==> config.mk <==
export PLATFORM = sky130hd
export DESIGN_NAME = frame_guard
export DESIGN_NICKNAME = d
export VERILOG_FILES = /design/src/rtl/frame_guard_pkg.sv /design/src/rtl/fg_lock_fsm.sv /design/src/rtl/fg_conceal.sv /design/src/rtl/fg_err_hold.sv /design/src/rtl/frame_guard.sv
export SDC_FILE = /design/constraint.sdc
export NUM_CORES = 1
export LEC_CHECK = 0
export BUFFER_PORTS_ARGS = -buffer_cell sky130_fd_sc_hd__buf_2
export CORE_ASPECT_RATIO = 1.25
export CORE_UTILIZATION = 46
export CTS_CLUSTER_DIAMETER = 40
export DETAILED_ROUTE_END_ITERATION = 8
export MAX_ROUTING_LAYER = met4
export PLACE_DENSITY = 0.7
export SLEW_MARGIN = 0
export SYNTH_ARGS = -nofsm -noshare
export SYNTH_HDL_FRONTEND = slang
export SYNTH_SLANG_ARGS = --single-unit
==> constraint.sdc <==
create_clock -name clk -period 2.4 [get_ports clk]
set_clock_uncertainty 0.15 [all_clocks]
set_input_delay 0.12 -clock clk [delete_from_list [all_inputs] [get_ports clk]]
set_output_delay 0.12 -clock clk [all_outputs]
set_load 0.005 [all_outputs]
==> src/rtl/frame_guard_pkg.sv <==
package frame_guard_pkg;

    typedef enum logic [1:0] {
        LK_SEEK = 2'd0,
        LK_ONE  = 2'd1,
        LK_HELD = 2'd2
    } lock_st_t;

    typedef enum logic [1:0] {
        CN_PASS   = 2'd0,
        CN_REPEAT = 2'd1,
        CN_MUTE   = 2'd2,
        CN_CLEAR  = 2'd3
    } conceal_st_t;

    typedef enum logic [1:0] {
        ER_FAULT = 2'd0,
        ER_HOLD  = 2'd1,
        ER_QUIET = 2'd2
    } err_st_t;

endpackage

==> src/rtl/fg_lock_fsm.sv <==
module fg_lock_fsm
    import frame_guard_pkg::*;
(
    input  logic clk,
    input  logic rst_n,
    input  logic force_off,
    input  logic pll_locked,
    input  logic frame_stb,
    input  logic preamble_ok,
    output logic lock_o
);

    lock_st_t st, st_nxt;
    logic     frame_ok;
    logic     drop;

    assign frame_ok = frame_stb && preamble_ok && pll_locked;
    assign drop     = force_off || !pll_locked || (frame_stb && !preamble_ok);

    always_comb begin
        st_nxt = st;
        unique case (st)
            LK_SEEK: if (frame_ok) st_nxt = LK_ONE;
            LK_ONE:  if (frame_ok) st_nxt = LK_HELD;
            LK_HELD: st_nxt = LK_HELD;
            default: st_nxt = LK_SEEK;
        endcase
        if (drop) st_nxt = LK_SEEK;
    end

    always_ff @(posedge clk or negedge rst_n) begin
        if (!rst_n) st <= LK_SEEK;
        else        st <= st_nxt;
    end

    always_comb begin
        lock_o = (st == LK_HELD);
    end

    // lock appears only right after a well-formed frame
    p_rise_after_frame_r1: assert property (@(posedge clk) disable iff (!rst_n)
        $rose(lock_o) |-> $past(frame_stb && preamble_ok && pll_locked));

    // a missing preamble drops lock
    p_preamble_drop_r2: assert property (@(posedge clk) disable iff (!rst_n)
        (frame_stb && !preamble_ok) |=> !lock_o);

    // clock unlock drops lock
    p_pll_drop_r2: assert property (@(posedge clk) disable iff (!rst_n)
        !pll_locked |=> !lock_o);

    // forced off means no lock
    p_forced_unlock_r8: assert property (@(posedge clk) disable iff (!rst_n)
        force_off |=> !lock_o);

endmodule

==> src/rtl/fg_conceal.sv <==
module fg_conceal
    import frame_guard_pkg::*;
#(
    parameter int SAMPLE_W  = 24,
    parameter int BURST_MAX = 8
) (
    input  logic                clk,
    input  logic                rst_n,
    input  logic                frame_stb,
    input  logic                lock_err,
    input  logic                parity_err,
    input  logic [SAMPLE_W-1:0] sample_in,
    output logic [SAMPLE_W-1:0] sample_o,
    output logic                cs_hold,
    output logic                cs_clear
);

    localparam int CNT_W = $clog2(BURST_MAX + 2);
    localparam logic [CNT_W-1:0] BURST_TOP  = CNT_W'(BURST_MAX + 1);
    localparam logic [CNT_W-1:0] BURST_LAST = CNT_W'(BURST_MAX);

    conceal_st_t         st, st_nxt;
    logic [CNT_W-1:0]    burst, burst_nxt, burst_inc;
    logic [SAMPLE_W-1:0] last_good, last_nxt;
    logic                fresh;

    assign burst_inc = (burst == BURST_TOP) ? burst : burst + 1'b1;

    always_comb begin
        st_nxt    = st;
        burst_nxt = burst;
        last_nxt  = last_good;
        if (frame_stb) begin
            if (lock_err) begin
                st_nxt    = CN_CLEAR;
                burst_nxt = '0;
                last_nxt  = '0;
            end else if (parity_err) begin
                burst_nxt = burst_inc;
                st_nxt    = (burst_inc <= BURST_LAST) ? CN_REPEAT : CN_MUTE;
            end else begin
                st_nxt    = CN_PASS;
                burst_nxt = '0;
                last_nxt  = sample_in;
            end
        end
    end

    always_ff @(posedge clk or negedge rst_n) begin
        if (!rst_n) begin
            st        <= CN_CLEAR;
            burst     <= '0;
            last_good <= '0;
            fresh     <= 1'b0;
        end else begin
            st        <= st_nxt;
            burst     <= burst_nxt;
            last_good <= last_nxt;
            fresh     <= frame_stb;
        end
    end

    always_comb begin
        sample_o = '0;
        cs_hold  = 1'b0;
        cs_clear = 1'b0;
        unique case (st)
            CN_PASS:   sample_o = last_good;
            CN_REPEAT: begin
                sample_o = last_good;
                cs_hold  = fresh;
            end
            CN_MUTE:   cs_hold  = fresh;
            CN_CLEAR:  cs_clear = fresh;
            default:   sample_o = '0;
        endcase
    end

    // burst counter saturates
    p_burst_cap_r5: assert property (@(posedge clk) disable iff (!rst_n)
        burst <= BURST_TOP);

    // lock error frame mutes and clears
    p_clear_zero_r6: assert property (@(posedge clk) disable iff (!rst_n)
        (frame_stb && lock_err) |=> (sample_o == '0 && cs_clear));

    // short burst keeps the output unchanged and holds status
    p_repeat_hold_r4: assert property (@(posedge clk) disable iff (!rst_n)
        (frame_stb && !lock_err && parity_err && burst < BURST_LAST)
        |=> ($stable(sample_o) && cs_hold));

    // hold and clear never pulse together
    p_strobe_excl_r4: assert property (@(posedge clk) disable iff (!rst_n)
        $onehot0({cs_hold, cs_clear}));

endmodule

==> src/rtl/fg_err_hold.sv <==
module fg_err_hold
    import frame_guard_pkg::*;
#(
    parameter int HOLD_FRAMES = 12288
) (
    input  logic clk,
    input  logic rst_n,
    input  logic force_off,
    input  logic pll_locked,
    input  logic frame_stb,
    input  logic frame_bad,
    output logic error_o
);

    localparam int HCW = $clog2(HOLD_FRAMES + 1);
    localparam logic [HCW-1:0] HOLD_LAST = HCW'(HOLD_FRAMES - 1);

    err_st_t        st, st_nxt;
    logic [HCW-1:0] cnt, cnt_nxt;

    always_comb begin
        st_nxt  = st;
        cnt_nxt = cnt;
        if (frame_stb) begin
            unique case (st)
                ER_FAULT: begin
                    st_nxt  = ER_HOLD;
                    cnt_nxt = HCW'(1);
                end
                ER_HOLD: begin
                    if (cnt == HOLD_LAST) st_nxt = ER_QUIET;
                    else                  cnt_nxt = cnt + 1'b1;
                end
                ER_QUIET: st_nxt = ER_QUIET;
                default:  st_nxt = ER_FAULT;
            endcase
            if (frame_bad) begin
                st_nxt  = ER_FAULT;
                cnt_nxt = '0;
            end
        end
        if (force_off || !pll_locked) begin
            st_nxt  = ER_FAULT;
            cnt_nxt = '0;
        end
    end

    always_ff @(posedge clk or negedge rst_n) begin
        if (!rst_n) begin
            st  <= ER_FAULT;
            cnt <= '0;
        end else begin
            st  <= st_nxt;
            cnt <= cnt_nxt;
        end
    end

    always_comb begin
        error_o = (st != ER_QUIET);
    end

    // a bad frame raises the error flag
    p_bad_sets_err_r7: assert property (@(posedge clk) disable iff (!rst_n)
        (frame_stb && frame_bad) |=> error_o);

    // release only at a clean frame strobe
    p_release_clean_r7: assert property (@(posedge clk) disable iff (!rst_n)
        $fell(error_o) |-> $past(frame_stb && !frame_bad));

    // forced off keeps the error flag high
    p_forced_err_r8: assert property (@(posedge clk) disable iff (!rst_n)
        force_off |=> error_o);

endmodule

==> src/rtl/frame_guard.sv <==
module frame_guard
    import frame_guard_pkg::*;
#(
    parameter int SAMPLE_W    = 24,
    parameter int BURST_MAX   = 8,
    parameter int HOLD_FRAMES = 12288
) (
    input  logic                clk,
    input  logic                rst_n,
    input  logic                run_en,
    input  logic                halt,
    input  logic                fallback_mode,
    input  logic                pll_locked,
    input  logic                frame_stb,
    input  logic                preamble_ok,
    input  logic                parity_err,
    input  logic [SAMPLE_W-1:0] sample_in,
    output logic                lock_o,
    output logic                error_o,
    output logic [SAMPLE_W-1:0] sample_o,
    output logic                cs_hold,
    output logic                cs_clear
);

    logic force_off;
    logic lock_err;
    logic frame_bad;

    assign force_off = !run_en || halt || fallback_mode;
    assign lock_err  = !lock_o || !preamble_ok || !pll_locked || force_off;
    assign frame_bad = lock_err || parity_err;

    fg_lock_fsm u_lock (
        .clk         (clk),
        .rst_n       (rst_n),
        .force_off   (force_off),
        .pll_locked  (pll_locked),
        .frame_stb   (frame_stb),
        .preamble_ok (preamble_ok),
        .lock_o      (lock_o)
    );

    fg_conceal #(
        .SAMPLE_W  (SAMPLE_W),
        .BURST_MAX (BURST_MAX)
    ) u_conceal (
        .clk        (clk),
        .rst_n      (rst_n),
        .frame_stb  (frame_stb),
        .lock_err   (lock_err),
        .parity_err (parity_err),
        .sample_in  (sample_in),
        .sample_o   (sample_o),
        .cs_hold    (cs_hold),
        .cs_clear   (cs_clear)
    );

    fg_err_hold #(
        .HOLD_FRAMES (HOLD_FRAMES)
    ) u_err (
        .clk        (clk),
        .rst_n      (rst_n),
        .force_off  (force_off),
        .pll_locked (pll_locked),
        .frame_stb  (frame_stb),
        .frame_bad  (frame_bad),
        .error_o    (error_o)
    );

    // without lock the error flag is always raised
    p_unlocked_err_r7: assert property (@(posedge clk) disable iff (!rst_n)
        !lock_o |-> error_o);

endmodule

-- Word level (Yosys, flattened, before mapping)
Cells that the tools add are included.
- add/sub/neg operators: 2
- magnitude comparators: 1
- equality and inequality tests: 15
- multiplexer cells: 25
- reductions and logical operators: 26
- operator list (operator ; count):
    $mux 24 ; 3
    $mux 14 ; 4
    $pmux 14 s2 ; 1
    $mux 2 ; 10
    $add 14x1->14 const B ; 1
    $eq 14x14->1 const B ; 1
    $mux 4 ; 3
    $pmux 2 s3 ; 2
    $eq 2x2->1 const B ; 4
    $logic_or 1x1->1 ; 8
    $eq 2x1->1 const B ; 3
    $logic_not 2->1 ; 3
    $ne 3x1->1 const B ; 2
    $reduce_and 2->1 ; 3
    $add 4x1->4 const B ; 1
    $eq 4x4->1 const B ; 1
    $le 4x4->1 const B ; 1
    $logic_not 1->1 ; 4
    $ne 4x2->1 const B ; 1
    $ne 4x4->1 const B ; 1
    $reduce_bool 4->1 ; 1
    $reduce_or 2->1 ; 2
    $logic_and 1x1->1 ; 3
    $reduce_and 3->1 ; 1
    4 further kinds ; 5
- flip-flop bits (word level): 49
- input port bits: 33
- output and inout port bits: 28
- logic and storage cells: 76

-- Longest topological paths before layout
- depth in word-level cells: 9
- mapped depth: 7
- gate-level depth less buffers: 6

-- Hierarchy
A second synthesis with hierarchy kept.
- cell total of the unflattened synthesis: 284
- area, all modules: 2890.3 um2
- by module, submodules not included (module ; instances ; cells an instance ; area each (um2) ; seq. area each (um2)):
    fg_conceal ; 1 ; 133 ; 1471.4 ; 778.2
    fg_err_hold ; 1 ; 129 ; 1224.9 ; 400.4
    fg_lock_fsm ; 1 ; 17 ; 158.9 ; 50.0
    frame_guard ; 1 ; 5 ; 35.0 ; 0.0

-- Least setup slack after synthesis
Ideal clock, no wire load.
- path type: flip-flop to flip-flop
- start: reg u_lock.st[0]
- end: reg u_err.cnt[6]
- setup time: 0.124 ns
- arrival: 1.846 ns
- data required time: 2.126 ns
- slack: 0.280 ns
- cell stages (with the launch flop): 7
- buffers on the path: 0
- cells stage by stage: dfrtp_1 inv_1 ha_1 nand3b_1 o31ai_1 a2111oi_0 a211o_1
- word-level cells in the longest chain between the ends: 9
- elaborated cells on any way between the ends: 12
- classes of those cells: eq/ne (2); mux (3); reduce/logical (7)
- RTL lines (item ; line ; source):
    start: declaration ; fg_lock_fsm.sv:13 ; lock_st_t st, st_nxt;
    start signal: assignment ; fg_lock_fsm.sv:33 ; else st <= st_nxt;
    $eq 2x2->1 (*) ; fg_lock_fsm.sv:37 ; lock_o = (st == LK_HELD);
    via lock_o ; frame_guard.sv:18 ; output logic lock_o,
    $logic_not 1->1 (*) ; frame_guard.sv:30 ; assign lock_err = !lock_o || !preamble_ok || !pll_locked || force_off;
    $logic_or 1x1->1 (*) (3 in a row) ; frame_guard.sv:30 ;
    $logic_or 1x1->1 (*) ; frame_guard.sv:31 ; assign frame_bad = lock_err || parity_err;
    $mux 14 ; fg_err_hold.sv:37 ; if (frame_bad) begin
    $mux 14 ; fg_err_hold.sv:24 ; if (frame_stb) begin
    $mux 14 ; fg_err_hold.sv:42 ; if (force_off || !pll_locked) begin
    end signal: assignment ; fg_err_hold.sv:54 ; cnt <= cnt_nxt;
    end: declaration ; fg_err_hold.sv:19 ; logic [HCW-1:0] cnt, cnt_nxt;
The timed path passes the listed nets; every way through them passes the cells marked *. The select of a mux whose other input is x is not followed.
A chain may end at the register's enable or synchronous reset.

-- Final worst setup path
- start: reg u_err.st[1]
- end: reg u_err.cnt[9]
- word-level cells in the longest chain between the ends: 5
- elaborated cells on any way between the ends: 9
- classes of those cells: eq/ne (2); mux (4); reduce/logical (3)
- RTL lines (item ; line ; source):
    start: declaration ; fg_err_hold.sv:18 ; err_st_t st, st_nxt;
    start signal: assignment ; fg_err_hold.sv:53 ; st <= st_nxt;
    $eq 2x1->1 / $logic_not 2->1 (equally long branches) ; fg_err_hold.sv:25 ; unique case (st)
    $pmux 14 s2 ; fg_err_hold.sv:25 ;
    $mux 14 ; fg_err_hold.sv:37 ;
    $mux 14 ; fg_err_hold.sv:24 ;
    $mux 14 ; fg_err_hold.sv:42 ;
Several ways; a longest one is shown, not always the timed one. The select of a mux whose other input is x is not followed.

==> run_results.csv <==
group,metric,value,unit
pwr,irDropWorstVdd,0.000211,V
placement,numPortBuffers,60,
placement,routabilityCongestion,0.837,
worst_setup_path,worstSetupPathType,"flip-flop to flip-flop",
logic_synthesis,synth_cell_type_count,52,
logic_synthesis,yosysSeqAreaShare,0.454,
logic_synthesis,post-synth-top-count-cell,"dfrtp_1",
logic_synthesis,synthTopCellsByArea,"dfrtp_1 43%, a22o_1 7.8%, ha_1 6.0%",
cts,clockBufferDepth,2,
logic_synthesis,async_reset_ff_frac,1.00,
logic_synthesis,yosysTopAreaCell,"dfrtp_1",
placement,hpwl,4260,um
logic_synthesis,syn_area,2710,um^2
logic_synthesis,synthTopCellsByCount,"47 x dfrtp_1, 24 x a22o_1, 24 x nor2b_1",
worst_setup_path,critPathTopFamily,"simple AND/OR/NAND/NOR gates",
floorplan,die_x,70.6,um
placement,placed_area,3120,um^2
worst_setup_path,crit_buf_inv,1,
worst_setup_path,critPathMaxFanout,7,
worst_setup_path,slowest_stage,"or4_1",
floorplan,die_height,87.8,um
placement,pre_cts_ws,255,ps
cts,cts_root_buffer,"clkbuf_8",
finish,nets,404,
routing,vias,2410,
timing,slew_viol_final,0,
timing,slew_headroom,0.598,
timing,rsz0062_at_grt,"no",
logic_synthesis,synth-seq-cells,49,
grt,grt_pass1_vias,2350,
worst_setup_path,arrival,2250,ps
finish,drive_gt1_frac,0.256,
grt,grt_antenna_before_repair,0,
cts,cts.clk_slew.worst_paths,90,ps
cts,cts_resized,0,
logic_synthesis,syn_nets,311,
logic_synthesis,ys_warn_count,0,
cts,cts.sinks,49,
finish,areaGrowthSynthToFinish,29.8,%
floorplan,ios,61,
cts,htree_levels,2,
worst_setup_path,crit_required,2490,ps
routing,drt_pass1_iterations,6,
timing,layout_setup_ws,236,ps
routing,post_drt_wl_per_cell,15.4,um
timing,timing.final.crit_share,0.901,
floorplan,core_area,5560,um^2
logic_synthesis,synth-edff-count,0,
outcome,violations,"design-rule violations",
routing,wl,6510,um
pwr,leakage,0.00166,uW
timing,fin_crit,2160,ps
routing,antenna_left,0,
logic_synthesis,synth-main-ff-cell,"dfrtp_1",
routing,drc,22,
outcome,outcome,"finished, violations left",
timing,finalSetupViolations,0,
worst_setup_path,start_kind,"flip-flop",
worst_setup_path,path_cells,"inv_1, ha_1, nand4b_1, or3_1, or4_1, nand3_1",
finish,final_cell_area,3520,um^2
timing,final.setup.tns,0,ps
routing,routed-wl-met3,293,um
cts,cts_tree,"done",
placement,dp_cells,387,
timing,max_freq,0.462,GHz
logic_synthesis,syn_area_per_cell,10.2,um^2
cts,worstSkewPairLatency,300,ps
logic_synthesis,postSynthCellCount,265,
cts,cts_buffers,5,
run,drv_cap,0,
routing,drt_iter0_drc,197,
grt,grt_overflow_total,0,
grt,grt_max_degree,28,
timing,worstMarginPinSlew,603,ps
routing,viasPerCell,5.70,
pwr,pwr_density_cell,445,nW/um^2
finish,antennaDiodeCount,0,
finish,instances_no_fill,423,
timing,hold_violations,0,
routing,met1_length,2980,um
floorplan,dieArea,6200,um^2
min_path,holdCritPathClass,"input port to flip-flop",
floorplan,initial_utilization,0.488,
routing,top_layer,"met4",
routing,wl_met2,3150,um
floorplan,num_rows,30,
grt,track_usage,0.234,
grt,grt_pass1_wl,10900,um
worst_setup_path,max_stage_delay,530,ps
worst_setup_path,end_kind,"flip-flop",
logic_synthesis,synth_top_area_frac,0.434,
## cell families (layout without fill, tap and decap cells)
family          after synthesis  count (layout)  share of synthesized area
fa+ha+maj                    13              13                     0.0600
compound gates               76              76                      0.216
simple gates                 91              91                      0.203
xor+xnor                      1               1                    0.00323
buf+inv                      32             126                     0.0527
mux                           3               3                     0.0120
flops                        49              49                      0.454
## worst paths after layout
kind | startpoint | endpoint | slack [ps] | cells after the start
worst max-delay path | u_err.st[1] | u_err.cnt[9] | 240 | 6
worst min-delay path | halt | u_conceal.burst[3] | 140 | 4
worst max register to register | u_err.st[1] | u_err.cnt[9] | 240 | 6
worst min register to register | u_conceal.last_good[2] | u_conceal.last_good[2] | 350 | 1
max in group asynchronous | rst_n | u_conceal.st[0] | 1220 | 3
min in group asynchronous | rst_n | u_conceal.fresh | 210 | 2
## layout by cell type (no fill, tap or decap), drive strengths merged, types with 6 or more instances in the layout
master and n:
ha 13, dfrtp 47, inv 17, a31oi 6
o21ai 10, nor2b 24, nand3 10, nor2 7
clkbuf 7, nand4 6, a22o 24, buf 73
dlygate4sd3 28, nand2 8
## layout make-up
type	count	area (um^2)
Sequential cell	49	1230
Tap cell	64	80.1
Inverter	17	63.8
Timing Repair Buffer	101	678
Multi-Input combinational cell	184	1350
Fill cell	445	2040
Clock buffer	7	86.3
Clock inverter	1	30.0
## registers in the layout, summed over array words and instances, names as in the netlist
| register | cells |
|---|---|
| u_conceal.burst | 4 |
| u_lock.st | 2 |
| u_conceal.st | 2 |
| u_err.st | 2 |
| u_conceal.last_good | 24 |
| u_err.cnt | 14 |
| u_conceal.fresh | 1 |
## layer usage
metal  vias to the layer above  GRT usage
li1                       1170          -
met1                      1153      0.289
met2                        79      0.387
met3                         8     0.0403
met4                         0     0.0873
met5                         -          -
## timing repair
item,in CTS,in global routing
buffers inserted,0,0
hold buffers,28,0
hold endpoints to repair,52,0
setup endpoints to repair,0,0
## through the flow
step | total power [uW] | utilization | hold slack [ps]
after floorplan | 886 | - | -326
after global placement | 945 | 0.561 | 14.2
after detailed placement | 949 | 0.561 | 21.5
after CTS | 1590 | 0.633 | 121
after global routing | 1640 | 0.633 | 178
final | 1570 | 0.633 | 138
## power breakdown
| group | internal, uW | switching (uW) |
|---|---|---|
| Combinational | 69.6 | 63.2 |
| Clock | 340 | 258 |
| Sequential | 829 | 5.76 |
## worst min-delay path, stage by stage
cell	delay, ps
buf_2	90
nor4bb_2	50
nand4_1	200
o2bb2ai_1	80
Note: power is estimated with default switching activity, not from simulation.
